**src/rtl/hmbx_pkg.sv**
```systemverilog
// Package: shared constants and helpers for the host mailbox.
// Assumes: data width is at least 4 bits so the status byte fits.
package hmbx_pkg;

    // Status bit positions; host and slave software decode these.
    localparam int STAT_OBF_BIT = 0;
    localparam int STAT_IBF_BIT = 1;
    localparam int STAT_CD_BIT  = 3;

    // Slave register select carried in slave address bit 0.
    localparam logic SREG_DATA = 1'b0;
    localparam logic SREG_STAT = 1'b1;

    // Build an 8-bit status image from the three flags.
    function automatic logic [7:0] pack_status(input logic obf, input logic ibf, input logic cd);
        logic [7:0] s;
        s = 8'h00;
        s[STAT_OBF_BIT] = obf;
        s[STAT_IBF_BIT] = ibf;
        s[STAT_CD_BIT]  = cd;
        return s;
    endfunction

endpackage

```
**src/rtl/hmbx_sync.sv**
```systemverilog
// Module: multi-bit, multi-stage synchronizer into the slave clock.
// Assumes: each bit is an independent level; bits may land one cycle apart.
module hmbx_sync #(
    parameter int          W      = 4,
    parameter int          STAGES = 2,
    parameter logic [W-1:0] RST_VAL = '1
) (
    input  logic         clk,
    input  logic         rst_n,
    input  logic [W-1:0] d_async,
    output logic [W-1:0] q_sync
);

    logic [W-1:0] stg [STAGES];

    // First stage samples the asynchronous input.
    always_ff @(posedge clk) begin
        if (!rst_n) stg[0] <= RST_VAL;
        else        stg[0] <= d_async;
    end

    // Remaining stages form the resolution chain.
    for (genvar k = 1; k < STAGES; k++) begin : g_stage
        always_ff @(posedge clk) begin
            if (!rst_n) stg[k] <= RST_VAL;
            else        stg[k] <= stg[k-1];
        end
    end

    assign q_sync = stg[STAGES-1];

endmodule

```
**src/rtl/hmbx_hostfe.sv**
```systemverilog
// Module: host front end. Synchronizes the host strobes, chip selects and
// address bit, then turns each strobe's rising edge into a one-cycle commit pulse per channel.
// Assumes: chip select and address are stable while a strobe is low and for
// the synchronizer delay after it rises; strobes are never low together.
module hmbx_hostfe #(
    parameter int NUM_CH = 2,
    parameter int STAGES = 2
) (
    input  logic              clk,
    input  logic              rst_n,
    input  logic [NUM_CH-1:0] host_cs_n,
    input  logic              host_addr,
    input  logic              host_rd_n,
    input  logic              host_wr_n,
    output logic [NUM_CH-1:0] wr_commit,
    output logic [NUM_CH-1:0] rd_commit,
    output logic              addr_held
);

    localparam int SW = NUM_CH + 3;

    logic [SW-1:0]     raw_v, syn_v;
    logic              wr_s, rd_s, addr_s;
    logic [NUM_CH-1:0] cs_s, cs_held;
    logic              wr_p, rd_p;
    logic              wr_rise, rd_rise;

    assign raw_v = {host_cs_n, host_addr, host_rd_n, host_wr_n};

    hmbx_sync #(.W(SW), .STAGES(STAGES), .RST_VAL({SW{1'b1}})) u_sync (
        .clk     (clk),
        .rst_n   (rst_n),
        .d_async (raw_v),
        .q_sync  (syn_v)
    );

    assign wr_s   = syn_v[0];
    assign rd_s   = syn_v[1];
    assign addr_s = syn_v[2];
    assign cs_s   = syn_v[SW-1:3];

    // Delayed strobe copies for rising-edge detection.
    always_ff @(posedge clk) begin
        if (!rst_n) begin
            wr_p <= 1'b1;
            rd_p <= 1'b1;
        end else begin
            wr_p <= wr_s;
            rd_p <= rd_s;
        end
    end

    // Hold select and address from the low phase of a strobe.
    always_ff @(posedge clk) begin
        if (!rst_n) begin
            cs_held   <= '1;
            addr_held <= 1'b0;
        end else if (!wr_s || !rd_s) begin
            cs_held   <= cs_s;
            addr_held <= addr_s;
        end
    end

    assign wr_rise = wr_s & ~wr_p;
    assign rd_rise = rd_s & ~rd_p;

    // Per-channel commit pulses qualified by the held chip select.
    for (genvar g = 0; g < NUM_CH; g++) begin : g_commit
        assign wr_commit[g] = wr_rise & ~cs_held[g];
        assign rd_commit[g] = rd_rise & ~cs_held[g];
    end

    // A detected edge lasts exactly one slave cycle (feeds R4 and R7).
    assert_wr_pulse_R4: assert property (@(posedge clk) disable iff (!rst_n)
        wr_rise |=> !wr_rise);
    assert_rd_pulse_R7: assert property (@(posedge clk) disable iff (!rst_n)
        rd_rise |=> !rd_rise);

endmodule

```
**src/rtl/hmbx_chan.sv**
```systemverilog
// Module: one mailbox channel. Holds the inbound and outbound bytes, the
// full flags and the command/data marker; drives the channel interrupt.
// Assumes: host commit pulses are one slave cycle long; slave strobes are
// already decoded to this channel's data register.
module hmbx_chan #(
    parameter int DW = 8
) (
    input  logic          clk,
    input  logic          rst_n,
    input  logic          h_wr_commit,
    input  logic          h_rd_commit,
    input  logic          h_addr,
    input  logic [DW-1:0] h_wdata,
    input  logic          s_rd_data,
    input  logic          s_wr_data,
    input  logic [DW-1:0] s_wdata,
    output logic [DW-1:0] idr,
    output logic [DW-1:0] odr,
    output logic [DW-1:0] status,
    output logic          irq
);

    import hmbx_pkg::*;

    logic ibf, obf, cd;
    logic obf_clr;

    // Only a host read of the data byte drains the outbound buffer.
    assign obf_clr = h_rd_commit & ~h_addr;

    // Inbound byte: loaded by host writes, no reset value.
    always_ff @(posedge clk) begin
        if (h_wr_commit) idr <= h_wdata;
    end

    // Outbound byte: loaded by slave writes.
    always_ff @(posedge clk) begin
        if (!rst_n)         odr <= '0;
        else if (s_wr_data) odr <= s_wdata;
    end

    // Inbound-full flag: the set takes priority over the slave clear.
    always_ff @(posedge clk) begin
        if (!rst_n)           ibf <= 1'b0;
        else if (h_wr_commit) ibf <= 1'b1;
        else if (s_rd_data)   ibf <= 1'b0;
    end

    // Outbound-full flag: the set takes priority over the host clear.
    always_ff @(posedge clk) begin
        if (!rst_n)         obf <= 1'b0;
        else if (s_wr_data) obf <= 1'b1;
        else if (obf_clr)   obf <= 1'b0;
    end

    // Command/data marker follows the address of each host write.
    always_ff @(posedge clk) begin
        if (!rst_n)           cd <= 1'b0;
        else if (h_wr_commit) cd <= h_addr;
    end

    assign status = DW'(pack_status(obf, ibf, cd));
    assign irq    = ibf;

    assert_ibf_set_R4: assert property (@(posedge clk) disable iff (!rst_n)
        h_wr_commit |=> ibf);
    assert_cd_capture_R3: assert property (@(posedge clk) disable iff (!rst_n)
        h_wr_commit |=> (cd == $past(h_addr)));
    assert_ibf_clear_R5: assert property (@(posedge clk) disable iff (!rst_n)
        (s_rd_data && !h_wr_commit) |=> !ibf);
    assert_ibf_hold_R5: assert property (@(posedge clk) disable iff (!rst_n)
        (!s_rd_data && !h_wr_commit) |=> $stable(ibf));
    assert_obf_set_R6: assert property (@(posedge clk) disable iff (!rst_n)
        s_wr_data |=> (obf && odr == $past(s_wdata)));
    assert_obf_clear_R7: assert property (@(posedge clk) disable iff (!rst_n)
        (obf_clr && !s_wr_data) |=> !obf);
    assert_obf_hold_R8: assert property (@(posedge clk) disable iff (!rst_n)
        (!obf_clr && !s_wr_data) |=> $stable(obf));

endmodule

```
**src/rtl/hmbx_hrdmux.sv**
```systemverilog
// Module: host read-data mux. Returns the selected channel's status byte
// (address bit high) or outbound byte (address bit low) while the read strobe is low.
// Assumes: the lowest-numbered selected channel wins if several are selected.
module hmbx_hrdmux #(
    parameter int NUM_CH = 2,
    parameter int DW     = 8
) (
    input  logic [NUM_CH-1:0]         host_cs_n,
    input  logic                      host_addr,
    input  logic                      host_rd_n,
    input  logic [NUM_CH-1:0][DW-1:0] odr_a,
    input  logic [NUM_CH-1:0][DW-1:0] stat_a,
    output logic [DW-1:0]             host_rdata
);

    // Scan from the top so the lowest selected channel is kept.
    always_comb begin
        host_rdata = '0;
        if (!host_rd_n) begin
            for (int i = NUM_CH - 1; i >= 0; i--) begin
                if (!host_cs_n[i]) host_rdata = host_addr ? stat_a[i] : odr_a[i];
            end
        end
    end

endmodule

```
**src/rtl/host_mailbox.sv**
```systemverilog
// Module: host/slave byte mailbox top. Joins the host front end, the
// per-channel registers, the host read mux and the slave register decode.
// Assumes: NUM_CH is 1 or 2; the slave bus is single-cycle and reads are combinational.
module host_mailbox #(
    parameter int NUM_CH = 2,
    parameter int DW     = 8,
    parameter int STAGES = 2,
    localparam int SAW   = $clog2(NUM_CH) + 1
) (
    input  logic              clk,
    input  logic              rst_n,
    input  logic [NUM_CH-1:0] host_cs_n,
    input  logic              host_addr,
    input  logic              host_rd_n,
    input  logic              host_wr_n,
    input  logic [DW-1:0]     host_wdata,
    output logic [DW-1:0]     host_rdata,
    input  logic              sl_en,
    input  logic              sl_we,
    input  logic [SAW-1:0]    sl_addr,
    input  logic [DW-1:0]     sl_wdata,
    output logic [DW-1:0]     sl_rdata,
    output logic [NUM_CH-1:0] sl_irq
);

    import hmbx_pkg::*;

    logic [NUM_CH-1:0]         wr_commit, rd_commit;
    logic                      addr_held;
    logic [NUM_CH-1:0][DW-1:0] idr_a, odr_a, stat_a;
    logic [NUM_CH-1:0]         s_rd_data, s_wr_data;
    logic [SAW-1:0]            ch_field;

    hmbx_hostfe #(.NUM_CH(NUM_CH), .STAGES(STAGES)) u_fe (
        .clk       (clk),
        .rst_n     (rst_n),
        .host_cs_n (host_cs_n),
        .host_addr (host_addr),
        .host_rd_n (host_rd_n),
        .host_wr_n (host_wr_n),
        .wr_commit (wr_commit),
        .rd_commit (rd_commit),
        .addr_held (addr_held)
    );

    assign ch_field = sl_addr >> 1;

    // One channel instance per mailbox, each with its own slave decode.
    for (genvar g = 0; g < NUM_CH; g++) begin : g_ch
        assign s_rd_data[g] = sl_en & ~sl_we & (sl_addr[0] == SREG_DATA) & (ch_field == SAW'(g));
        assign s_wr_data[g] = sl_en &  sl_we & (sl_addr[0] == SREG_DATA) & (ch_field == SAW'(g));

        hmbx_chan #(.DW(DW)) u_chan (
            .clk         (clk),
            .rst_n       (rst_n),
            .h_wr_commit (wr_commit[g]),
            .h_rd_commit (rd_commit[g]),
            .h_addr      (addr_held),
            .h_wdata     (host_wdata),
            .s_rd_data   (s_rd_data[g]),
            .s_wr_data   (s_wr_data[g]),
            .s_wdata     (sl_wdata),
            .idr         (idr_a[g]),
            .odr         (odr_a[g]),
            .status      (stat_a[g]),
            .irq         (sl_irq[g])
        );
    end

    hmbx_hrdmux #(.NUM_CH(NUM_CH), .DW(DW)) u_hrd (
        .host_cs_n  (host_cs_n),
        .host_addr  (host_addr),
        .host_rd_n  (host_rd_n),
        .odr_a      (odr_a),
        .stat_a     (stat_a),
        .host_rdata (host_rdata)
    );

    // Slave read data: the inbound byte or the status of the addressed channel.
    always_comb begin
        sl_rdata = '0;
        for (int i = 0; i < NUM_CH; i++) begin
            if (ch_field == SAW'(i)) sl_rdata = (sl_addr[0] == SREG_STAT) ? stat_a[i] : idr_a[i];
        end
    end

    // At most one channel is decoded per slave access.
    assert_one_slave_ch_R10: assert property (@(posedge clk) disable iff (!rst_n)
        $onehot0(s_rd_data | s_wr_data));
    // Interrupts are low in the first cycle after reset.
    assert_irq_reset_R1: assert property (@(posedge clk)
        !rst_n |=> (sl_irq == '0));

endmodule

```
**config.mk**
```make
export PLATFORM = sky130hd
export DESIGN_NAME = host_mailbox
export DESIGN_NICKNAME = d
export VERILOG_FILES = /design/src/rtl/hmbx_pkg.sv /design/src/rtl/hmbx_sync.sv /design/src/rtl/hmbx_hostfe.sv /design/src/rtl/hmbx_chan.sv /design/src/rtl/hmbx_hrdmux.sv /design/src/rtl/host_mailbox.sv
export SDC_FILE = /design/constraint.sdc
export NUM_CORES = 1
export LEC_CHECK = 0
export ABC_AREA = 1
export BUFFER_PORTS_ARGS = -buffer_cell sky130_fd_sc_hd__buf_2
export CORE_MARGIN = 2
export CORE_UTILIZATION = 50
export DETAILED_ROUTE_END_ITERATION = 10
export PLACE_DENSITY = 0.72
export SKIP_CTS_REPAIR_TIMING = 1
export SYNTH_ARGS = -nofsm -noshare
export SYNTH_HDL_FRONTEND = slang
export SYNTH_SLANG_ARGS = --single-unit
export TNS_END_PERCENT = 100
```
**constraint.sdc**
```tcl
create_clock -name clk -period 1.43 [get_ports clk]
set_input_delay 0.286 -clock clk [delete_from_list [all_inputs] [get_ports clk]]
set_output_delay 0.286 -clock clk [all_outputs]
set_load 0.02 [all_outputs]
```
==> qor.csv <==
stage,metric,value,unit
outcome,status,"complete, but fails checks",
outcome,failed_checks,negative setup slack,
floorplan,start_util,53.0,%
run,drv_cap,0,
timing,worstMarginPinSlew,0.487,ns
cells_and_area,final_area,2590,µm²
hold_path,hold_start,host_wr_n,
synth,ys_seq_area_share,56.8,%
hold_path,hold_class,primary input to flop,
timing,post-route-min-period,1.43,ns
detailed_routing,routed_wl,4.42,mm
cells_and_area,antennaDiodeCount,0,
timing,skew,0.00947,ns
synth,synth_area_leaders,"dfxtp_1, edfxtp_1, nand2_1, a21oi_1, nand3_1",
global_routing,grt_pass1_wl,7.18,mm
global_routing,grt_pass1_vias,1614,
detailed_routing,drcViolationCount,0,
power_and_ir_drop,power_density,1150,nW/µm²
place,dp_hpwl,3.18,mm
floorplan,die_area,4840,µm²
power_and_ir_drop,cellLeakagePower,0.00106,µW
synth,synth-edff-count,16,
clock_tree,numCtsBuffers,5,
synth,synth_largest_area_cell,dfxtp_1,
timing,slew_violations,0,
clock_tree,clock_latency,0.30,ns
setup_path,worstReg2RegStart,u_fe.u_sync.stg[1][0],
clock_tree,cts_tree,yes,
floorplan,die_y,69.6,µm
synth,synth_cells,247,
clock_tree,cts_max_level,2,
setup_path,path_max_fanout,2,
place,port_buffers,44,
floorplan,rows,23,
power_and_ir_drop,peakVddDrop,0.604,mV
cells_and_area,area_growth,20.4,%
floorplan,ios,45,
setup_path,critical_path_class,flop to output port,
global_routing,grt_max_degree,32,
synth,synth_top_flop_cell,dfxtp_1,
timing,layout_worst_path_cycle_share,100,%
synth,synth.top_cells.by_count,"nand2_1, dfxtp_1, a21oi_1, nor2_1, inv_1",
detailed_routing,dr.pass1.iters,4,
synth,ys_types,20,
global_routing,grt-ovfl-total,0,
timing,setup_viol,1,
timing,grt_setup_unrepaired,true,
clock_tree,clockBufferDepth,2,
setup_path,arrival,1.15,ns
synth,yosysMostFrequentCell,nand2_1,
timing,max_freq,0.698,GHz
clock_tree,clkSlewWorstSetupHoldPaths,0.09,ns
synth,synth_async_sr_flop_share,0,%
cells_and_area,nets,324,
setup_path,cp-startpoint,g_ch[1].u_chan.odr[1],
synth,synth_nets,274,
timing,fin_ws,-0.00236,ns
detailed_routing,ant_nets,0,
synth,syn_area,2150,µm²
setup_path,start_kind,flop,
place,place_area,2400,µm²
synth,synth_top_cell_area_share,34.5,%
synth,ys_warn_count,0,
timing,holdWs,0.157,ns
synth,synth_seq_cells,53,
detailed_routing,wl_per_cell,12.7,µm
place,pre_cts_ws,0.0222,ns
global_routing,grt.total_usage,18.8,%
clock_tree,cts-root-buf,clkbuf_8,
global_routing,antenna_found_initial,0,
timing,max_slew_margin,67.5,%
detailed_routing,vias,1739,
setup_path,end_kind,output port,
detailed_routing,detail_route.iter0.violations,124,
place,place_congestion,0.820,
timing,hold_viol_final,0,
detailed_routing,vias_per_cell,5.00,
floorplan,die_w,69.6,µm
synth,synth_area_per_cell,8.70,µm²
setup_path,crit_required,1.14,ns
cells_and_area,drive_above_1_share,31.9,%
floorplan,core-area,4060,µm²
clock_tree,clock-sinks,53,
-- final cells by class --
cell class	instances	area, µm²
inverters	22	90.1
flip-flops and latches	53	1230
multi-input cells	162	768
fillers	341	1470
well taps	50	62.6
clock buffers	6	93.8
repair buffers	53	305
clock inverters	2	35.0
-- report_power, final --
group | leakage [µW] | internal (µW) | switching, µW
sequential | 0.000451 | 1580 | 15.9
combinational | 0.000543 | 106 | 169
clock | 0.0000663 | 625 | 471
-- path summary, 6_finish.rpt --
path | depth (start not counted) | end | slack [ns]
hold reg to reg | 1 | u_fe.u_sync.stg[1][0] | 0.42
hold / removal | 2 | u_fe.u_sync.stg[0][0] | 0.16
setup / recovery | 5 | host_rdata[1] | -0.002
setup reg to reg | 4 | g_ch[1].u_chan.idr[5] | 0.14
-- cell usage in the layout (no fill, tap or decap) --
master / Yosys / routed
nand2_2: 3 / 4
clkinv_2: 0 / 1
o211ai_1: 3 / 3
nor2_1: 22 / 22
buf_4: 3 / 15
nor2_4: 2 / 2
clkbuf_8: 2 / 5
clkbuf_16: 0 / 1
inv_2: 1 / 7
dfxtp_2: 0 / 10
nand3_1: 20 / 20
a21oi_1: 36 / 32
inv_1: 21 / 13
o21ai_0: 17 / 10
o21ai_1: 0 / 7
or2_1: 2 / 2
clkinvlp_4: 0 / 2
bufinv_16: 0 / 1
edfxtp_1: 16 / 16
buf_2: 1 / 37
nand2_1: 52 / 51
clkbuf_4: 0 / 1
a21oi_2: 0 / 4
dfxtp_1: 37 / 27
or2_2: 5 / 5
-- flip-flops by register name (all words and copies together) (netlist names), 2 cells and up --
name             flops
g_ch.u_chan.cd       2
g_ch.u_chan.idr     16
g_ch.u_chan.irq      2
g_ch.u_chan.obf      2
g_ch.u_chan.odr     16
u_fe.cs_held         2
u_fe.u_sync.stg     10
-- cells by family (layout without fill, tap and decap cells) --
group | Yosys count | after routing | share of synthesized area (%)
buf+inv | 32 | 83 | 8.26
compound gates | 56 | 56 | 13.4
flops | 53 | 53 | 56.8
simple gates | 106 | 106 | 21.5
-- per-layer routing --
| metal | global-route usage [%] | up-vias | part of all wire [%] |
|---|---|---|---|
| met5 | 0 | - | 0 |
| met4 | 6.54 | 0 | 1.4 |
| met3 | 5.23 | 6 | 4.9 |
| met2 | 31.7 | 41 | 48 |
| met1 | 23.1 | 781 | 45 |
| li1 | - | 911 | - |
-- through the flow --
stage	std cells	util [%]	total power, µW	setup TNS (ns)
final	348	63.8	2970	-0.00236
after global routing	348	63.8	3080	-0.267
after detailed placement	340	59.3	1890	0
after floorplan	247	-	1790	0
after global placement	340	59.3	1890	0
after CTS	348	62.4	2980	-0.289
-- worst max-delay path, stage by stage (launching register included) --
cell and delay, ns:
dfxtp_2 0.34, inv_2 0.03, nand2_1 0.04, o211ai_1 0.10, a21oi_1 0.18, buf_4 0.16
Note: power is estimated with default switching activity, not from simulation.
